[config.mk]
export PLATFORM = sky130hd
export DESIGN_NAME = retrig_oneshot
export DESIGN_NICKNAME = d
export VERILOG_FILES = /design/src/rtl/retrig_oneshot_pkg.sv /design/src/rtl/ros_edge_sync.sv /design/src/rtl/ros_trig_gate.sv /design/src/rtl/ros_pulse_timer.sv /design/src/rtl/retrig_oneshot.sv
export SDC_FILE = /design/constraint.sdc
export NUM_CORES = 1
export LEC_CHECK = 0
export BUFFER_PORTS_ARGS = -buffer_cell sky130_fd_sc_hd__buf_2
export CORE_ASPECT_RATIO = 1.1
export CORE_UTILIZATION = 50
export DETAILED_ROUTE_END_ITERATION = 8
export PLACE_DENSITY_LB_ADDON = 0.1
export RECOVER_POWER = 50
export SYNTH_ARGS = -nofsm -noshare
export SYNTH_HDL_FRONTEND = slang
export SYNTH_SLANG_ARGS = --single-unit
[constraint.sdc]
create_clock -name clk -period 7.43 [get_ports clk]
set_clock_uncertainty 0.15 [all_clocks]
set_input_delay 1.1145 -clock clk [delete_from_list [all_inputs] [get_ports clk]]
set_output_delay 1.1145 -clock clk [all_outputs]
set_load 0.05 [all_outputs]
[src/rtl/retrig_oneshot_pkg.sv]
`timescale 1ns/1ps
package retrig_oneshot_pkg;

  // which transition of a synchronised pin is reported as an event
  typedef enum logic {
    EDGE_FALL = 1'b0,
    EDGE_RISE = 1'b1
  } edge_kind_e;

  // pin order used inside the block
  localparam int PIN_FALL = 0;
  localparam int PIN_RISE = 1;
  localparam int PIN_CLR  = 2;
  localparam int NUM_PINS = 3;

endpackage

[src/rtl/ros_edge_sync.sv]
`timescale 1ns/1ps
module ros_edge_sync
  import retrig_oneshot_pkg::*;
#(
  parameter int         STAGES  = 2,
  parameter logic       RST_VAL = 1'b0,
  parameter edge_kind_e KIND    = EDGE_RISE
) (
  input  logic clk,
  input  logic rst_n,
  input  logic din,
  output logic lvl,
  output logic evt
);

  logic [STAGES-1:0] chain;
  logic              prev;

  always_ff @(posedge clk or negedge rst_n) begin
    if (!rst_n) begin
      chain <= {STAGES{RST_VAL}};
      prev  <= RST_VAL;
    end else begin
      chain <= {chain[STAGES-2:0], din};
      prev  <= chain[STAGES-1];
    end
  end

  assign lvl = chain[STAGES-1];

  generate
    if (KIND == EDGE_RISE) begin : g_rise
      assign evt = lvl & ~prev;
    end else begin : g_fall
      assign evt = ~lvl & prev;
    end
  endgenerate

endmodule

[src/rtl/ros_trig_gate.sv]
`timescale 1ns/1ps
module ros_trig_gate #(
  parameter int LOCK_CYC = 1,
  parameter int REC_CYC  = 2
) (
  input  logic clk,
  input  logic rst_n,
  input  logic a_lvl,
  input  logic a_evt,
  input  logic b_lvl,
  input  logic b_evt,
  input  logic c_lvl,
  input  logic c_evt,
  input  logic q_act,
  output logic fire,
  output logic lock_busy,
  output logic rec_busy
);

  localparam int LW = $clog2(LOCK_CYC + 2);
  localparam int RW = $clog2(REC_CYC + 2);

  logic [LW-1:0] lock_cnt;
  logic [RW-1:0] rec_cnt;
  logic          cand;

  // qualified trigger sources
  assign cand = (a_evt & b_lvl & c_lvl)
              | (b_evt & ~a_lvl & c_lvl)
              | (c_evt & ~a_lvl & b_lvl);

  assign lock_busy = (lock_cnt != '0);
  assign rec_busy  = (rec_cnt  != '0);
  assign fire      = cand & c_lvl & ~lock_busy & ~rec_busy;

  // retrigger lockout after every accepted trigger
  always_ff @(posedge clk or negedge rst_n) begin
    if (!rst_n) begin
      lock_cnt <= '0;
    end else if (fire) begin
      lock_cnt <= LW'(LOCK_CYC);
    end else if (lock_busy) begin
      lock_cnt <= lock_cnt - LW'(1);
    end
  end

  // recovery armed when clear cuts a pulse short, held while clear is low
  always_ff @(posedge clk or negedge rst_n) begin
    if (!rst_n) begin
      rec_cnt <= '0;
    end else if (!c_lvl) begin
      rec_cnt <= (q_act || rec_busy) ? RW'(REC_CYC) : '0;
    end else if (rec_busy) begin
      rec_cnt <= rec_cnt - RW'(1);
    end
  end

endmodule

[src/rtl/ros_pulse_timer.sv]
`timescale 1ns/1ps
module ros_pulse_timer #(
  parameter int WIDTH_W = 16
) (
  input  logic               clk,
  input  logic               rst_n,
  input  logic               fire,
  input  logic               clr_lvl,
  input  logic [WIDTH_W-1:0] width,
  output logic               q
);

  logic [WIDTH_W-1:0] cnt;
  logic [WIDTH_W-1:0] eff;

  assign eff = (width == '0) ? WIDTH_W'(1) : width;

  always_ff @(posedge clk or negedge rst_n) begin
    if (!rst_n) begin
      q   <= 1'b0;
      cnt <= '0;
    end else if (!clr_lvl) begin
      q   <= 1'b0;
      cnt <= '0;
    end else if (fire) begin
      q   <= 1'b1;
      cnt <= eff - WIDTH_W'(1);
    end else if (q) begin
      if (cnt == '0) begin
        q <= 1'b0;
      end else begin
        cnt <= cnt - WIDTH_W'(1);
      end
    end
  end

endmodule

[src/rtl/retrig_oneshot.sv]
`timescale 1ns/1ps
module retrig_oneshot
  import retrig_oneshot_pkg::*;
#(
  parameter int WIDTH_W     = 16,
  parameter int SYNC_STAGES = 2,
  parameter int LOCK_CYC    = 1,
  parameter int REC_CYC     = 2
) (
  input  logic               clk,
  input  logic               rst_n,
  input  logic               fall_trig_i,
  input  logic               rise_trig_i,
  input  logic               clr_n_i,
  input  logic [WIDTH_W-1:0] width_i,
  output logic               q_o,
  output logic               qn_o
);

  // idle levels used as synchroniser reset values, and edge kinds per pin
  localparam logic [NUM_PINS-1:0] IDLE_LVL  = 3'b101;
  localparam logic [NUM_PINS-1:0] RISE_KIND = 3'b110;

  logic [NUM_PINS-1:0] raw;
  logic [NUM_PINS-1:0] lvl;
  logic [NUM_PINS-1:0] evt;
  logic                fire;
  logic                lock_busy;
  logic                rec_busy;
  logic                clr_lvl;
  logic                q_int;

  assign raw[PIN_FALL] = fall_trig_i;
  assign raw[PIN_RISE] = rise_trig_i;
  assign raw[PIN_CLR]  = clr_n_i;

  generate
    for (genvar gi = 0; gi < NUM_PINS; gi++) begin : g_pin
      ros_edge_sync #(
        .STAGES  (SYNC_STAGES),
        .RST_VAL (IDLE_LVL[gi]),
        .KIND    (RISE_KIND[gi] ? EDGE_RISE : EDGE_FALL)
      ) u_sync (
        .clk   (clk),
        .rst_n (rst_n),
        .din   (raw[gi]),
        .lvl   (lvl[gi]),
        .evt   (evt[gi])
      );
    end
  endgenerate

  assign clr_lvl = lvl[PIN_CLR];

  ros_trig_gate #(
    .LOCK_CYC (LOCK_CYC),
    .REC_CYC  (REC_CYC)
  ) u_gate (
    .clk       (clk),
    .rst_n     (rst_n),
    .a_lvl     (lvl[PIN_FALL]),
    .a_evt     (evt[PIN_FALL]),
    .b_lvl     (lvl[PIN_RISE]),
    .b_evt     (evt[PIN_RISE]),
    .c_lvl     (clr_lvl),
    .c_evt     (evt[PIN_CLR]),
    .q_act     (q_int),
    .fire      (fire),
    .lock_busy (lock_busy),
    .rec_busy  (rec_busy)
  );

  ros_pulse_timer #(
    .WIDTH_W (WIDTH_W)
  ) u_timer (
    .clk     (clk),
    .rst_n   (rst_n),
    .fire    (fire),
    .clr_lvl (clr_lvl),
    .width   (width_i),
    .q       (q_int)
  );

  assign q_o  = q_int;
  assign qn_o = ~q_int;

endmodule

==> flow_summary_export.csv <==
group,metric,value,unit
power,p_clk_share,37.9,%
clock_tree,cts_made_buffers,5,
synthesis,synth.distinct_cells,44,
clock_tree,cts_resized,0,
power,seqPwrFrac,41.6,%
synthesis,ys_warn_count,0,
final_layout,final_nets,238,
synthesis,ys_seq_elements,30,
global_route,grt_use_total,24.6,%
critical_path,arrival,3.96,ns
synthesis,synthAdderAreaFrac,2.12,%
placement,numPortBuffers,22,
synthesis,synth_mux_area_share,2.90,%
power,max-vdd-ir-drop,0.114,mV
global_route,antenna_found_initial,0,
clock_tree,ctsHoldBuffers,0,
critical_path,crit_path_end_kind,"flip-flop",
sta,fin_setup_tns,0,ns
floorplan,die_h,64.4,um
routing,ant_nets,0,
clock_tree,root_buffer,"clkbuf_4",
global_route,overflow,0,
sta,maxSlewHeadroom,-3.99,%
power,p_sw_share,26.6,%
final_layout,layout_common_cells,"dfrtp_1 (24), nand2_1 (23), buf_2 (21)",
sta,min_period_over_period,52.2,%
critical_path,required,7.51,ns
final_layout,antenna_cells,0,
synthesis,yosysSeqAreaShare,42.9,%
final_layout,final_cells,263,
synthesis,synth.avg_cell_area,9.21,um2
placement,dp_cells,255,
floorplan,start_util,52.7,%
global_route,grt_max_degree,34,
routing,vias,1523,
synthesis,syn_nets,216,
routing,first_pass_iters,4,
floorplan,rows,22,
routing,remaining_drc_errors,0,
floorplan,dieWidth,58.7,um
sta,rsz0062_at_grt,"no",
status,violations,"capacitance limit, slew limit",
clock_tree,clockBufferDepth,2,
sta,setup_viol,0,
sta,slew_violations,31,
floorplan,die-area,0.00378,mm2
floorplan,core,0.00336,mm2
status,outcome,"finished, violations left",
placement,routabilityCongestion,0.901,
synthesis,synth-async-reset-ratio,100,%
synthesis,synthFlopType,"dfrtp_1",
synthesis,synth_top_family_by_area,"simple AND/OR/NAND/NOR gates",
clock_tree,insertion_delay,0.34,ns
synthesis,synth-compound-area-share,15.9,%
synthesis,synth-simple-area-share,24.4,%
power,finalPower,463,uW
final_layout,areaGrowthSynthToFinish,14.4,%
clock_tree,cts_tree,"built",
clock_tree,htreeDepth,2,
clock_tree,cts_setup_buffers,0,
critical_path,cp_max_fo,33,
global_route,grt_pass1_wl,6840,um
hold_path,hold_path_class,"reg -> reg",
power,power.density,229,mW/mm2
final_layout,drive_gt1_share,19.1,%
synthesis,synthXorXnorAreaFrac,8.42,%
placement,pre_cts_ws,3.23,ns
power,leakagePower,0.981,nW
power,p_comb_share,20.5,%
synthesis,syn_area,0.00177,mm2
sta,finalHoldViolCount,0,
sta,worst_slack,3.55,ns
run,cap_violations,1,
synthesis,synth_cells,192,
power,switching_power,123,uW
routing,drt-wirelength-per-cell,14.8,um
final_layout,final_common_cell,"dfrtp_1",
clock_tree,path_clk_slew,0.10,ns
routing,drt_iter0_drc,98,
final_layout,fillCellCount,304,
routing,wl,3900,um
placement,dpl.hpwl,2800,um
sta,period_needed,3.88,ns
synthesis,synth-edff-count,0,
routing,via_per_inst,5.79,
sta,max_freq,258,MHz
critical_path,worstSetupPathType,"reg -> reg",
floorplan,ios,23,
clock_tree,cts_sinks,30,
critical_path,startpoint_type,"flip-flop",
global_route,grt_pass1_vias,1508,
sta,tightest_slew,1.56,ns
power,internal_power,340,uW
-- sequential cells by signal, indices dropped and copies added (netlist names) --
signal and count:
g_pin.u_sync.prev 3, g_pin.u_sync.chain 6, u_gate.rec_cnt 2, u_timer.q 1, u_timer.cnt 16, u_gate.lock_cnt 2
-- cells in the mapped netlist (2+ instances only) --
cell type / count / area share [%]
a21oi_1: 11 / 3.1
a31oi_1: 2 / 0.71
and2_1: 2 / 0.71
clkbuf_1: 6 / 1.3
dfrtp_1: 24 / 34
dfstp_2: 6 / 8.9
ha_1: 3 / 2.1
inv_1: 7 / 1.5
mux2i_1: 4 / 2.3
nand2_1: 23 / 4.9
nand3_1: 7 / 2.0
nor2_1: 11 / 2.3
nor3_1: 8 / 2.3
nor4_1: 6 / 2.1
o211a_1: 4 / 2.3
o21a_1: 3 / 1.3
o21ai_0: 11 / 3.1
o31ai_1: 2 / 0.85
or3_1: 6 / 2.1
or4_1: 5 / 2.1
or4_4: 3 / 1.9
xnor2_1: 9 / 4.5
xor2_1: 8 / 4.0
-- layer usage --
layer | GRT usage [%] | share of wire [%] | wire length, um | vias up
met5 | 0 | 0 | 0 | -
met4 | 11.9 | 1.5 | 59 | 0
met3 | 4.86 | 6.3 | 246 | 5
met2 | 40.2 | 49 | 1890 | 50
met1 | 30.6 | 44 | 1700 | 729
li1 | - | - | - | 739
-- metrics by stage --
stage                     hold slack, ns  area [um2]  util (%)
after detailed placement           0.185        1910      57.0
after global routing               0.223        2020      60.2
after global placement             0.186        1910      57.0
after floorplan                    0.181        1770         -
final                              0.206        2020      60.2
after CTS                          0.208        2020      60.3
-- layout make-up --
type	instances	area [um2]	share of cell area [%]
clock inverters	2	60.1	2.97
inverters	7	26.3	1.30
clock buffers	6	51.3	2.54
multi-input cells	147	951	47.0
flip-flops and latches	30	758	37.5
well taps	48	60.1	2.97
repair buffers	23	116	5.75
-- cells by family (layout without fill, tap and decap cells) --
group	Yosys count	after routing
simple gates	80	80
compound gates	42	42
flops	30	30
xor+xnor	17	17
buf+inv	15	38
mux	5	5
fa+ha+maj	3	3
-- worst max-delay path, cell delays in order, from the launching register on --
cell      delay (ns)
dfstp_1         1.04
and4b_1         0.31
o211ai_1        0.09
buf_4           0.25
nand2_1         0.11
o21ai_0         0.12
inv_1           0.09
ha_1            0.23
or4b_1          0.54
nor4_1          0.36
nand2_1         0.12
xor2_1          0.14
nand2_1         0.07
o211a_1         0.15
-- worst paths after layout --
check	slack [ns]	end	cells past startpoint	from
max	3.55	u_timer.cnt[14]	13	g_pin[2].u_sync.chain[1]
min	0.21	g_pin[1].u_sync.chain[1]	0	g_pin[1].u_sync.chain[0]
max reg2reg	3.55	u_timer.cnt[14]	13	g_pin[2].u_sync.chain[1]
min reg2reg	0.21	g_pin[1].u_sync.chain[1]	0	g_pin[1].u_sync.chain[0]
max in group asynchronous	5.23	u_timer.cnt[9]	1	rst_n
min in group asynchronous	1.00	u_gate.lock_cnt[1]	1	rst_n
-- power groups by stage --
| stage | Combinational [mW] | Sequential [mW] | Clock (mW) |
|---|---|---|---|
| after CTS | 0.0959 | 0.193 | 0.178 |
| after global routing | 0.112 | 0.196 | 0.185 |
| after detailed placement | 0.0954 | 0.196 | 0 |
| after floorplan | 0.0716 | 0.192 | 0 |
| after global placement | 0.0912 | 0.195 | 0 |
| final | 0.0951 | 0.193 | 0.175 |
Note: power is estimated with default switching activity, not from simulation.
